==> config.mk <==
export PLATFORM = sky130hd
export DESIGN_NAME = aspace_resolver
export DESIGN_NICKNAME = d
export VERILOG_FILES = /design/src/rtl/aspr_pkg.sv /design/src/rtl/aspr_entry_addr.sv /design/src/rtl/aspr_auth_sel.sv /design/src/rtl/aspace_resolver.sv
export SDC_FILE = /design/constraint.sdc
export NUM_CORES = 1
export LEC_CHECK = 0
export BUFFER_PORTS_ARGS = -buffer_cell sky130_fd_sc_hd__buf_2
export CAP_MARGIN = 20
export CORE_ASPECT_RATIO = 1.5
export CORE_MARGIN = 4
export CORE_UTILIZATION = 30
export CTS_CLUSTER_SIZE = 30
export DETAILED_ROUTE_END_ITERATION = 10
export REMOVE_ABC_BUFFERS = 1
export SLEW_MARGIN = 25
export SYNTH_ARGS = -nofsm -noshare
export SYNTH_HDL_FRONTEND = slang
export SYNTH_SLANG_ARGS = --single-unit
==> constraint.sdc <==
create_clock -name clk -period 10.6 [get_ports clk]
set_input_delay 2.12 -clock clk [delete_from_list [all_inputs] [get_ports clk]]
set_output_delay 2.12 -clock clk [all_outputs]
set_load 0.05 [all_outputs]
==> src/rtl/aspr_pkg.sv <==
package aspr_pkg;
  localparam int unsigned DW = 64;
  localparam int unsigned AW = 32;
  localparam int unsigned FW = 4;

  localparam logic [AW-1:0] DSG_MASK  = 32'h7FFF_FFC0;
  localparam logic [AW-1:0] DSG_OFS   = 32'd16;
  localparam logic [AW:0]   ADDR_LIM  = 33'h0_7FFF_FFFF;
  localparam logic [AW-1:0] DW_STEP   = 32'd8;

  typedef enum logic [FW-1:0] {
    FLT_NONE   = 4'd0,
    FLT_TOKEN  = 4'd1,
    FLT_ENTRY  = 4'd2,
    FLT_ADDR   = 4'd3,
    FLT_ESEQ   = 4'd4,
    FLT_SVALID = 4'd5,
    FLT_SSEQ   = 4'd6,
    FLT_AUTH   = 4'd7,
    FLT_PROT   = 4'd8
  } fault_e;

  typedef enum logic [3:0] {
    ST_IDLE, ST_DSG, ST_E0, ST_E1, ST_S0, ST_S1, ST_S2, ST_AUTH
  } state_e;

  // list-entry fields kept after the first entry doubleword
  typedef struct packed {
    logic        fo;
    logic        prv;
    logic [15:0] aix;
  } ent_t;
endpackage

==> src/rtl/aspr_entry_addr.sv <==
module aspr_entry_addr
  import aspr_pkg::*;
(
  input  logic [31:0]   dsg_word,
  input  logic [15:0]   entry_num,
  output logic [AW-1:0] entry_addr,
  output logic          len_fault,
  output logic          range_fault
);
  logic [23:0] org;
  logic [6:0]  len;
  logic [AW:0] sum;

  assign org = dsg_word[30:7];
  assign len = dsg_word[6:0];

  // full-width sum so that a carry past the 31-bit space is visible
  assign sum = {2'b00, org, 7'b0} + {13'b0, entry_num, 4'b0};

  assign len_fault   = entry_num[15:3] > {6'b0, len};
  assign range_fault = sum > ADDR_LIM;
  assign entry_addr  = sum[AW-1:0];

  logic unused_dsg;
  assign unused_dsg = dsg_word[31];
endmodule

==> src/rtl/aspr_auth_sel.sv <==
module aspr_auth_sel
  import aspr_pkg::*;
(
  input  logic [28:0]   ato,
  input  logic [11:0]   atl,
  input  logic [15:0]   eax,
  input  logic [DW-1:0] rdata,
  output logic [AW-1:0] auth_addr,
  output logic          over_fault,
  output logic          grant
);
  logic [5:0]    sh;
  logic [DW-1:0] shifted;
  logic [7:0]    sel_byte;
  logic [7:0]    mask;

  assign auth_addr  = {1'b0, ato, 2'b00} + {18'b0, eax[15:2]};
  assign over_fault = eax[15:4] > atl;

  // byte 0 of the doubleword is its most significant byte
  assign sh       = {3'(3'd7 - auth_addr[2:0]), 3'b000};
  assign shifted  = rdata >> sh;
  assign sel_byte = shifted[7:0];
  // two bits per index: the tested bit steps down by 2 for each index value
  assign mask     = 8'h40 >> {eax[1:0], 1'b0};
  assign grant    = |(sel_byte & mask);
endmodule

==> src/rtl/aspace_resolver.sv <==
module aspace_resolver
  import aspr_pkg::*;
(
  input  logic          clk,
  input  logic          rst_ni,
  input  logic          start_i,
  input  logic [3:0]    areg_i,
  input  logic [31:0]   token_i,
  input  logic          wr_i,
  input  logic [DW-1:0] cr_prim_i,
  input  logic [DW-1:0] cr_sec_i,
  input  logic [DW-1:0] cr_dsg_pub_i,
  input  logic [DW-1:0] cr_dsg_priv_i,
  input  logic [DW-1:0] cr_auth_i,
  output logic          mem_req_o,
  output logic [AW-1:0] mem_addr_o,
  input  logic          mem_ack_i,
  input  logic [DW-1:0] mem_rdata_i,
  output logic          done_o,
  output logic [FW-1:0] fault_o,
  output logic [DW-1:0] cw_o
);
  // reset: asserted asynchronously, released on a clock edge
  logic rst_meta, rst_n_s;
  always_ff @(posedge clk or negedge rst_ni) begin
    if (!rst_ni) begin
      rst_meta <= 1'b0;
      rst_n_s  <= 1'b0;
    end else begin
      rst_meta <= 1'b1;
      rst_n_s  <= rst_meta;
    end
  end

  state_e        state_q, state_d;
  logic [AW-1:0] addr_q, addr_d;
  logic [31:0]   tok_q, tok_d;
  logic          wr_q, wr_d;
  logic [15:0]   eax_q, eax_d;
  ent_t          ent_q, ent_d;
  logic [31:0]   sasn_q, sasn_d;
  logic [28:0]   ato_q, ato_d;
  logic [11:0]   atl_q, atl_d;
  logic [DW-1:0] cwt_q, cwt_d;
  logic          done_q, done_d;
  logic [FW-1:0] fault_q, fault_d;
  logic [DW-1:0] cw_q, cw_d;

  logic          idle_w;
  logic          ld_en;

  logic [AW-1:0] entry_addr;
  logic          len_fault, range_fault;
  logic [AW-1:0] auth_addr;
  logic          auth_over, auth_grant;

  aspr_entry_addr u_entry (
    .dsg_word   (mem_rdata_i[63:32]),
    .entry_num  (tok_q[15:0]),
    .entry_addr (entry_addr),
    .len_fault  (len_fault),
    .range_fault(range_fault)
  );

  aspr_auth_sel u_auth (
    .ato       (ato_q),
    .atl       (atl_q),
    .eax       (eax_q),
    .rdata     (mem_rdata_i),
    .auth_addr (auth_addr),
    .over_fault(auth_over),
    .grant     (auth_grant)
  );

  assign idle_w     = (state_q == ST_IDLE);
  assign mem_req_o  = !idle_w;
  assign mem_addr_o = addr_q;
  assign done_o     = done_q;
  assign fault_o    = fault_q;
  assign cw_o       = cw_q;

  logic          fin;
  fault_e        fin_code;
  logic [DW-1:0] fin_cw;

  always_comb begin
    state_d  = state_q;
    addr_d   = addr_q;
    tok_d    = tok_q;
    wr_d     = wr_q;
    eax_d    = eax_q;
    ent_d    = ent_q;
    sasn_d   = sasn_q;
    ato_d    = ato_q;
    atl_d    = atl_q;
    cwt_d    = cwt_q;
    fin      = 1'b0;
    fin_code = FLT_NONE;
    fin_cw   = '0;

    unique case (state_q)
      ST_IDLE: begin
        if (start_i) begin
          if (areg_i == 4'd0 || token_i == 32'd0) begin
            fin = 1'b1; fin_cw = cr_prim_i;
          end else if (token_i == 32'd1) begin
            fin = 1'b1; fin_cw = cr_sec_i;
          end else if (|token_i[31:25]) begin
            fin = 1'b1; fin_code = FLT_TOKEN;
          end else begin
            tok_d   = token_i;
            wr_d    = wr_i;
            eax_d   = cr_auth_i[31:16];
            addr_d  = ((token_i[24] ? cr_dsg_priv_i[31:0] : cr_dsg_pub_i[31:0])
                       & DSG_MASK) + DSG_OFS;
            state_d = ST_DSG;
          end
        end
      end
      ST_DSG: if (mem_ack_i) begin
        if (len_fault) begin
          fin = 1'b1; fin_code = FLT_ENTRY;
        end else if (range_fault) begin
          fin = 1'b1; fin_code = FLT_ADDR;
        end else begin
          addr_d  = entry_addr;
          state_d = ST_E0;
        end
      end
      ST_E0: if (mem_ack_i) begin
        if (mem_rdata_i[63]) begin
          fin = 1'b1; fin_code = FLT_ENTRY;
        end else if (mem_rdata_i[55:48] != tok_q[23:16]) begin
          fin = 1'b1; fin_code = FLT_ESEQ;
        end else begin
          ent_d.fo  = mem_rdata_i[57];
          ent_d.prv = mem_rdata_i[56];
          ent_d.aix = mem_rdata_i[47:32];
          addr_d    = addr_q + DW_STEP;
          state_d   = ST_E1;
        end
      end
      ST_E1: if (mem_ack_i) begin
        sasn_d  = mem_rdata_i[31:0];
        addr_d  = {1'b0, mem_rdata_i[62:38], 6'b0};
        state_d = ST_S0;
      end
      ST_S0: if (mem_ack_i) begin
        if (mem_rdata_i[63]) begin
          fin = 1'b1; fin_code = FLT_SVALID;
        end else begin
          ato_d   = mem_rdata_i[62:34];
          atl_d   = mem_rdata_i[15:4];
          addr_d  = addr_q + DW_STEP;
          state_d = ST_S1;
        end
      end
      ST_S1: if (mem_ack_i) begin
        cwt_d   = mem_rdata_i;
        addr_d  = addr_q + DW_STEP;
        state_d = ST_S2;
      end
      ST_S2: if (mem_ack_i) begin
        if (mem_rdata_i[31:0] != sasn_q) begin
          fin = 1'b1; fin_code = FLT_SSEQ;
        end else if (ent_q.prv && ent_q.aix != eax_q) begin
          if (auth_over) begin
            fin = 1'b1; fin_code = FLT_AUTH;
          end else begin
            addr_d  = auth_addr;
            state_d = ST_AUTH;
          end
        end else begin
          fin      = 1'b1;
          fin_code = (ent_q.fo && wr_q) ? FLT_PROT : FLT_NONE;
          fin_cw   = cwt_q;
        end
      end
      ST_AUTH: if (mem_ack_i) begin
        fin = 1'b1;
        if (!auth_grant) begin
          fin_code = FLT_AUTH;
        end else begin
          fin_code = (ent_q.fo && wr_q) ? FLT_PROT : FLT_NONE;
          fin_cw   = cwt_q;
        end
      end
      default: state_d = ST_IDLE;
    endcase

    done_d  = fin;
    fault_d = fin ? fin_code : fault_q;
    cw_d    = fin ? ((fin_code == FLT_NONE) ? fin_cw : '0) : cw_q;
    if (fin) state_d = ST_IDLE;
  end

  // data registers load only on a start or an acknowledged read
  assign ld_en = (idle_w && start_i) || (!idle_w && mem_ack_i);

  always_ff @(posedge clk or negedge rst_n_s) begin
    if (!rst_n_s) begin
      state_q <= ST_IDLE;
      done_q  <= 1'b0;
      fault_q <= '0;
      cw_q    <= '0;
      addr_q  <= '0;
      tok_q   <= '0;
      wr_q    <= 1'b0;
      eax_q   <= '0;
      ent_q   <= '0;
      sasn_q  <= '0;
      ato_q   <= '0;
      atl_q   <= '0;
      cwt_q   <= '0;
    end else begin
      state_q <= state_d;
      done_q  <= done_d;
      if (ld_en) begin
        fault_q <= fault_d;
        cw_q    <= cw_d;
        addr_q  <= addr_d;
        tok_q   <= tok_d;
        wr_q    <= wr_d;
        eax_q   <= eax_d;
        ent_q   <= ent_d;
        sasn_q  <= sasn_d;
        ato_q   <= ato_d;
        atl_q   <= atl_d;
        cwt_q   <= cwt_d;
      end
    end
  end

  logic unused_cr;
  assign unused_cr = ^{cr_dsg_pub_i[63:32], cr_dsg_priv_i[63:32],
                       cr_auth_i[63:32], cr_auth_i[15:0]};
endmodule

== After elaboration in Yosys (flattened, before gate mapping) ==
Cells that the tools add are included.
Operators by class
  multiplexer cells: 88
  add/sub/neg operators: 5
  $lt $le $gt $ge: 3
  equal/unequal tests: 48
  reductions and logical operators: 22
  shifts and indexed selects: 2
  bitwise gates (word level): 6
Operators with widths (number)
  $mux W32: 18
  $mux W64: 9
  $pmux W32 S7: 1
  $pmux W64 S3: 1
  $mux W4: 25
  $shr A64 B6 Y8: 1
  $ne A3 B3 Y1 const B: 18
  $ne A2 B2 Y1 const B: 19
  $gt A33 B31 Y1 const B: 1
  $add A31 B14 Y32: 1
  $add A31 B20 Y32: 1
  $add A31 B5 Y32 const B: 1
  $add A32 B4 Y32 const B: 1
  $eq A32 B1 Y1 const B: 1
  $logic_not A32 Y1: 1
  $ne A32 B32 Y1: 1
  $pmux W4 S8: 1
  $mux W31: 1
  $pmux W4 S6: 1
  $mux W1: 21
  $reduce_and A20 Y1: 1
  $reduce_and A19 Y1: 1
  $mux W3: 6
  $eq A4 B3 Y1 const B: 4
  24 further kinds: 38
Word-level totals
  register bits after elaboration: 303
  output and inout bits: 102
  input port bits: 425
  word-level logic and storage cells: 191

== Longest topological paths before layout ==
Gate-level depths: netlist of run 1.
  word-level depth: 10
  mapped depth: 13
  depth with buffers taken out: 11

== Cells and area by module ==
Synthesis of run 1 repeated with hierarchy kept, for this count alone.
Unflattened totals
  cells, all modules: 1825
  area, all modules: 18680.4 sq um
Modules (own cells, without submodules)
  aspace_resolver: area each 16066.7 sq um, sequential area each 7557.2 sq um, times used 1, cells each 1486
  aspr_auth_sel: area each 1511.4 sq um, sequential area each 0.0 sq um, times used 1, cells each 188
  aspr_entry_addr: area each 1102.3 sq um, sequential area each 0.0 sq um, times used 1, cells each 151

== Worst setup path after synthesis of run 1 ==
No wires, ideal clock.
  path kind: input port to flip-flop
  start: in mem_rdata_i[39]
  end: reg cw_q[33], in the netlist cw_o[33]
  library setup time: 0.120 ns
  path buffers: 1
  stages on the path: 12
  path slack: 6.047 ns
  data arrival time: 4.433 ns
  required time: 10.480 ns
  path through: ha_1 -> inv_1 -> fa_1 -> nand2b_1 -> a21o_1 -> a211oi_1 -> o311ai_1 -> a21oi_4 -> a21o_1 -> a2111o_1 -> buf_6 -> o21ai_2
Between the ends
  word-level cells in the longest chain between the ends: 8
Ends and longest elaborated chain
  start, declared: RTL line aspace_resolver.sv:18  | input logic [DW-1:0] mem_rdata_i,
  $add A31 B20 Y32 / $shr A64 B6 Y8 (equally long branches): RTL line aspr_entry_addr.sv:18, aspr_auth_sel.sv:22
  $gt A33 B31 Y1 / $and A8 B8 Y8 (equally long branches): RTL line aspr_entry_addr.sv:21, aspr_auth_sel.sv:26
  $mux W2 / $reduce_or A8 Y1 (equally long branches): RTL line aspace_resolver.sv:123, aspr_auth_sel.sv:26
  $mux W2 / $mux W4 (equally long branches): RTL line aspace_resolver.sv:121, aspace_resolver.sv:181
  $mux W2 / $mux W4 (equally long branches): RTL line aspace_resolver.sv:120, aspace_resolver.sv:179
  $pmux W4 S6: RTL line aspace_resolver.sv:101  | unique case (state_q)
  $logic_not A4 Y1: RTL line aspace_resolver.sv:193  | cw_d = fin ? ((fin_code == FLT_NONE) ? fin_cw : '0) : cw_q;
  $mux W64: RTL line aspace_resolver.sv:193
  end signal, assigned: RTL line aspace_resolver.sv:220  | cw_q <= cw_d;
  end, declared: RTL line aspace_resolver.sv:47  | logic [DW-1:0] cw_q, cw_d;
Several ways; a longest one is shown, not always the timed one.
A chain may end at the register's enable or synchronous reset.

== Final worst setup path of run 1 ==
  start: in token_i[24]
  end: reg cw_q[5], in the netlist cw_o[5]
Between the ends
  word-level cells in the longest chain between the ends: 7
Ends and longest elaborated chain
  start, declared: RTL line aspace_resolver.sv:8  | input logic [31:0] token_i,
  $eq A32 B1 Y1 / $logic_not A32 Y1 (equally long branches): RTL line aspace_resolver.sv:106, aspace_resolver.sv:104
  $mux W1 / $logic_or A1 B1 Y1 (equally long branches): RTL line aspace_resolver.sv:106, aspace_resolver.sv:104
  $mux W1: RTL line aspace_resolver.sv:104  | if (areg_i == 4'd0 || token_i == 32'd0) begin
  $mux W1: RTL line aspace_resolver.sv:103  | if (start_i) begin
  $pmux W4 S6: RTL line aspace_resolver.sv:101
  $logic_not A4 Y1: RTL line aspace_resolver.sv:193
  $mux W64: RTL line aspace_resolver.sv:193
Several ways; a longest one is shown, not always the timed one.

==> flow_metrics.tcl, run 1 <==
set metrics [dict create \
    outcome "finished clean" \
    h-tree-depth 2 \
    via_count 15850 \
    numCtsBuffers 35 \
    fin_worst_hold_slack_ns 0.2376 \
    wl_per_cell_microns 22.17 \
    drive_above_1_share_pct 33.23 \
    wirelength_microns 66590 \
    critical_path_class "primary input to flip-flop" \
    die_area_sq_um 63610 \
    vdd_drop_max_uv 136.0 \
    hold_viol 0 \
    worstPathCellList "buf_2 -> buf_4 -> nor4_1 -> nand4_1 -> nor3_1 -> a21o_2 -> buf_4 -> nand2_1 -> a21oi_1 -> a21oi_1 -> o21ai_0" \
    area_delta_synth_final_pct 22.64 \
    row_count 109 \
    die_x_microns 207.3 \
    fin_crit_ns 5.667 \
    initial_core_util_pct 30.33 \
    cts-hold-fix-buffers 0 \
    synthFlopType "dfrtp_1" \
    clockBufferDepth 3 \
    grt.total_usage_pct 19.97 \
    drt_iter0_drc 1194 \
    postRouteAntennaNets 0 \
    synth_warnings 0 \
    cp.arrival_ns 6.13 \
    avgViaCountPerCell 5.279 \
    synth_top_area_share_pct 42.30 \
    synth_area_sq_um 17870 \
    grt_pass1_wl_microns 98350 \
    synth_edf_count 0 \
    ys_seq_elements 302 \
    antenna_found_initial 16 \
    crit_slowest_cell "nor4_1" \
    cp_max_fo 44 \
    setup-tns-final_ns 0 \
    skew_ns 0.01863 \
    gr-total-overflow 0 \
    core_area_sq_um 58920 \
    min_path_type "flip-flop to asynchronous set/reset pin" \
    die_h_microns 306.9 \
    post-cts-setup-buffer-count 0 \
    hpwl_microns 49690 \
    yosysUniqueCellTypes 77 \
    clk_pin_slew_worst_paths_ns 0.06 \
    drv_cap 0 \
    p_leak_uw 0.01036 \
    syn_avg_cell_area_sq_um 9.689 \
    slew_violations 0 \
    endpoint_kind "flip-flop" \
    worstMarginPinSlew_ns 1.082 \
    dr.pass1.iters 6 \
    crit_family "simple AND/OR/NAND/NOR gates" \
    worst-path-buf-inv 3 \
    port-buffer-count 400 \
    grt_max_degree 154 \
    r2r_start "sasn_q[26]" \
    grt_pass1_vias 15700 \
    async_flop_share_pct 100.0 \
    startpoint_type "primary input" \
    p_total_uw 4793 \
    ios 527 \
    netlist_instances 1844 \
    ys_seq_area_share_pct 42.30 \
    setup_viol 0 \
    finalNetCount 2666 \
    gp_congestion 0.9186 \
    slew-limit-headroom_pct 27.41 \
    powerDensity_nw_per_um2 218.7 \
    drc_errors 0 \
    clockRootBuffer "clkbuf_16" \
    timing.rr.end "cw_o[30]" \
    slowest_delay_ns 0.86 \
    cts_tree "built" \
    clkLatencyLatePin_ns 0.55 \
    synth_top_cells_by_area "dfrtp_1 42%, mux2_2 12%, nand2_1 4.9%" \
    yosys.area.top_type "dfrtp_1" \
    ff2ff_setup_slack_ns 6.43 \
    cp.required_ns 11.06 \
    cts_sinks 302 \
    startpoint "token_i[24]" \
    rsz0062_at_grt "no" \
    max_freq_mhz 176.5 \
    reg2regPathDepth 9 \
    cts.repair.resized 0 \
    period_share_pct 53.46 \
]
-- placed cells by master (no fill, tap or decap), types with 26 or more instances in the layout --
master	synthesis	layout
xnor2_1	53	53
buf_2	17	400
dfrtp_1	302	300
o21ai_0	108	107
nand4_1	27	27
nor2_1	91	90
inv_1	39	39
mux2i_1	31	31
nand2_1	233	232
mux2_2	195	195
xor2_1	64	64
ha_1	45	45
o21ai_1	27	26
a21oi_1	143	142
a22oi_1	49	49
clkbuf_16	0	35
o21ai_2	30	30
-- flip-flops by register name, indices dropped and copies added, names as in the netlist, 12 cells and up --
name        count
ent_q          18
mem_addr_o     32
eax_q          16
ato_q          29
atl_q          12
cwt_q          64
sasn_q         32
tok_q          24
cw_o           64
-- synthesized netlist by cell type (5+ instances only) --
cell type	n
nor3b_1	5
and4_1	13
and3_1	8
a22o_1	6
a21oi_1	143
nand2b_1	10
o211ai_1	17
xor2_1	64
o21ai_1	27
dfrtp_1	302
nor3_1	17
inv_1	39
mux2i_1	31
nand3_1	26
clkbuf_1	68
buf_1	18
xnor2_1	53
or3_1	7
mux2_2	195
nor4_1	24
a21o_1	20
a211o_1	6
a211oi_1	14
o221ai_1	6
o21a_1	5
o21ai_2	30
nand4_1	27
o21ai_0	108
a31oi_1	14
nor2b_1	17
o22ai_1	12
ha_1	45
buf_2	17
a22oi_1	49
nor2_1	91
and2_1	9
nand2_1	233
-- layer usage --
layer	up-vias	wire length (microns)	global-route usage [%]
li1	7386	-	-
met1	7712	26520	24.64
met2	625	33470	34.93
met3	120	4509	4.092
met4	10	2030	6.723
met5	-	58	0
-- through the flow --
| step | instances | worst slack, ns | utilization (%) | area [sq um] |
|---|---|---|---|---|
| floorplan | 1734 | 1.560 | - | 17400 |
| global placement | 2930 | 4.074 | 35.04 | 20640 |
| detailed placement | 2931 | 4.311 | 35.08 | 20670 |
| CTS | 2992 | 4.912 | 37.01 | 21810 |
| global route | 2999 | 4.743 | 37.18 | 21900 |
| finish | 3003 | 4.933 | 37.19 | 21910 |
-- worst register-to-register path, cell delays in order (launching register included) --
cell,delay (ns)
dfrtp_1,0.39
xor2_1,0.14
nor4_1,0.52
nand4_1,0.53
nor3_1,0.46
a22o_4,0.72
and4_1,0.37
a2111o_2,0.49
buf_12,0.27
o21ai_0,0.15
-- how the worst max path moves through the flow --
stage | slack, ns | endpoint | cells after the start
after floorplan | 1.56 | atl_q[0] | 0
after global placement | 4.07 | cw_o[27] | 9
after detailed placement | 4.31 | cw_o[27] | 10
after CTS | 4.91 | cw_o[29] | 10
after global routing | 4.74 | cw_o[30] | 11
final | 4.93 | cw_o[5] | 11
-- where the power goes --
part / internal (uW) / switching (uW) / leakage, uW
registers: 1450 / 255 / 0.00408
logic: 657 / 1200 / 0.00573
clock network: 714 / 524 / 0.000551
total: 2820 / 1970 / 0.0104
-- cell families after synthesis --
kind of cell / count (synthesis) / synth area share [%]
AOI/OAI and AO/OA: 502 / 18.04
xor gates and xnor gates: 117 / 5.735
DFF: 302 / 42.30
buffers and inverters: 150 / 3.480
adders and majority gates: 47 / 3.375
and+or+nand+nor: 499 / 13.03
muxes: 226 / 14.03
other: 1 / 0.02099
-- cell type report --
| cell class | instances | area [sq um] |
|---|---|---|
| well taps | 777 | 972.2 |
| fillers | 5939 | 37000 |
| inverters | 40 | 150.1 |
| repair buffers | 423 | 2263 |
| diodes | 8 | 20.02 |
| clock buffers | 44 | 949.7 |
| clock inverters | 17 | 188.9 |
| flip-flops and latches | 302 | 7562 |
| multi-input cells | 1392 | 9806 |
(Power assumes the default switching activity.)
==> run 2, diff against run 1 <==
Clock period 10.6 ns to 5.55 ns, I/O delays scaled along.
==> run 2 against run 1 <==
  * Sequential power grew 95%
  * Total power up 87%
  * Largest power group unchanged
  * Non-clock buffer count up 16
  * Register-to-register slack got worse by 4.9 ns
  * Setup slack got worse by 3.7 ns
  * Global-route usage up 0.15 points
  * Die area stayed put
  * Hold slack improved by 0.048 ns
  * Sequential share of layout area up 0.12 points
==> flow_metrics.tcl, run 2 (synthesis gave the netlist of run 1 again) <==
set metrics [dict create \
    vdd_drop_max_uv 311.4 \
    dr.pass1.iters 6 \
    min_path_type "primary input to asynchronous set/reset pin" \
    cts_tree "built" \
    outcome "finished clean" \
    initial_core_util_pct 30.33 \
    hold_viol 0 \
    slew_violations 0 \
    die_x_microns 207.3 \
    row_count 109 \
    internal_power_uw 5238 \
    fin_crit_ns 4.268 \
    gp_congestion 0.9434 \
    powerDensity_nw_per_um2 410.8 \
    endpoint_kind "flip-flop" \
    p_clk_share_pct 23.9 \
    avgViaCountPerCell 5.227 \
    core_area_sq_um 58920 \
    drv_cap 0 \
    cts.repair.resized 0 \
    finalNetCount 2678 \
    antenna_found_initial 18 \
    power_frac_seq_pct 36.9 \
    skew_ns 0.01210 \
    cts-hold-fix-buffers 0 \
    cp.required_ns 6.08 \
    switching_share_pct 41.62 \
    final_area_sq_um 21840 \
    grt_max_degree 68 \
    h-tree-depth 1 \
    fin_worst_hold_slack_ns 0.2859 \
    slew-limit-headroom_pct 30.88 \
    max_freq_mhz 234.3 \
    cts_sinks 302 \
    critical_path_class "primary input to flip-flop" \
    final_cell_mix "400 x buf_2, 300 x dfrtp_1, 232 x nand2_1" \
    area_delta_synth_final_pct 22.21 \
    drc_errors 0 \
    multi_input_area_sq_um 9799 \
    grt_pass1_vias 15830 \
    power.switching_uw 3733 \
    post-cts-setup-buffer-count 0 \
    placed_cell_area_sq_um 20800 \
    rsz0062_at_grt "no" \
    clkLatencyLatePin_ns 0.60 \
    power.share.combinational_pct 39.2 \
    layout_commonest_cell "buf_2" \
    clk_pin_slew_worst_paths_ns 0.06 \
    cp.arrival_ns 4.80 \
    hpwl_microns 51280 \
    worstMarginPinSlew_ns 1.034 \
    clockRootBuffer "clkbuf_16" \
    fillerInstances 5997 \
    ios 527 \
    p_leak_uw 0.01035 \
    numCtsBuffers 31 \
    postRouteAntennaNets 0 \
    wirelength_microns 67200 \
    clockBufferDepth 3 \
    drt_iter0_drc 1040 \
    wl_per_cell_microns 22.29 \
    seq_area_sq_um 7562 \
    period_share_pct 76.91 \
    startpoint_type "primary input" \
    port-buffer-count 400 \
    setup_viol 0 \
    grt.total_usage_pct 20.12 \
    grt_pass1_wl_microns 99660 \
    cp_max_fo 44 \
    gr-total-overflow 0 \
    drive_above_1_share_pct 33.38 \
    via_count 15760 \
    die_area_sq_um 63610 \
    die_h_microns 306.9 \
]
-- run 2: cell types whose count changed in the layout (fill, tap and decap cells not counted), moves of 2 or more --
cell | previous run | this run
buf_16 | 3 | 0
buf_4 | 17 | 37
clkbuf_1 | 5 | 9
clkbuf_16 | 35 | 31
clkbuf_8 | 4 | 2
clkinvlp_4 | 4 | 2
inv_6 | 4 | 1
-- run 2: metal layers --
metal  vias to the layer above  wire [microns]  global-route usage (%)
met4                         8            1746                   5.800
met5                         -              49                       0
li1                       7392               -                       -
met3                        88            3994                   3.164
met2                       527           34150                   35.95
met1                      7745           27260                   25.20
-- run 2: final timing paths --
| path | from | endpoint | slack, ns | depth (start not counted) |
|---|---|---|---|---|
| max | mem_rdata_i[39] | cw_o[33] | 1.28 | 13 |
| max in group asynchronous | rst_n_s | state_q[1] | 3.76 | 1 |
| max reg2reg | tok_q[3] | cw_o[33] | 1.52 | 12 |
| min reg2reg | rst_n_s | cwt_q[45] | 0.35 | 0 |
| min | rst_ni | rst_meta | 0.29 | 1 |
| min in group clk | rst_meta | rst_n_s | 0.35 | 0 |
-- run 2: worst max-delay path, cell delays in order --
cell and delay (ns):
buf_2 0.16, ha_1 0.26, inv_1 0.08, fa_1 0.20
nand2b_1 0.15, a21o_1 0.23, a211oi_1 0.16, o311ai_1 0.54
o211ai_1 0.28, a31oi_4 0.73, buf_4 0.59, nand2_1 0.15
o21ai_2 0.08
-- run 2: area by class of cell --
class	count	area share, %
clock buffers	42	3.833
diodes	9	0.1031
multi-input cells	1392	44.88
flip-flops and latches	302	34.63
clock inverters	14	0.7907
inverters	40	0.6876
well taps	777	4.452
repair buffers	439	10.62
-- run 2: through the flow --
stage	total power [uW]	setup TNS, ns	utilization (%)	setup slack [ns]	instances
3_5_place_dp	6852	0	35.31	0.5371	2950
2_1_floorplan	5574	-1076.85	-	-3.490	1734
6_report	8971	0	37.06	1.282	3015
5_1_grt	9495	0	37.05	1.049	3012
4_1_cts	9035	0	37.02	1.164	3006
3_3_place_gp	6752	0	35.30	0.6200	2950
-- run 2: power by group through the flow --
stage	Combinational, uW	Sequential [uW]	Clock [uW]
6_report	3520	3310	2150
5_1_grt	3820	3380	2300
4_1_cts	3530	3300	2200
3_5_place_dp	3510	3340	0
3_3_place_gp	3450	3310	0
2_1_floorplan	1810	3770	0
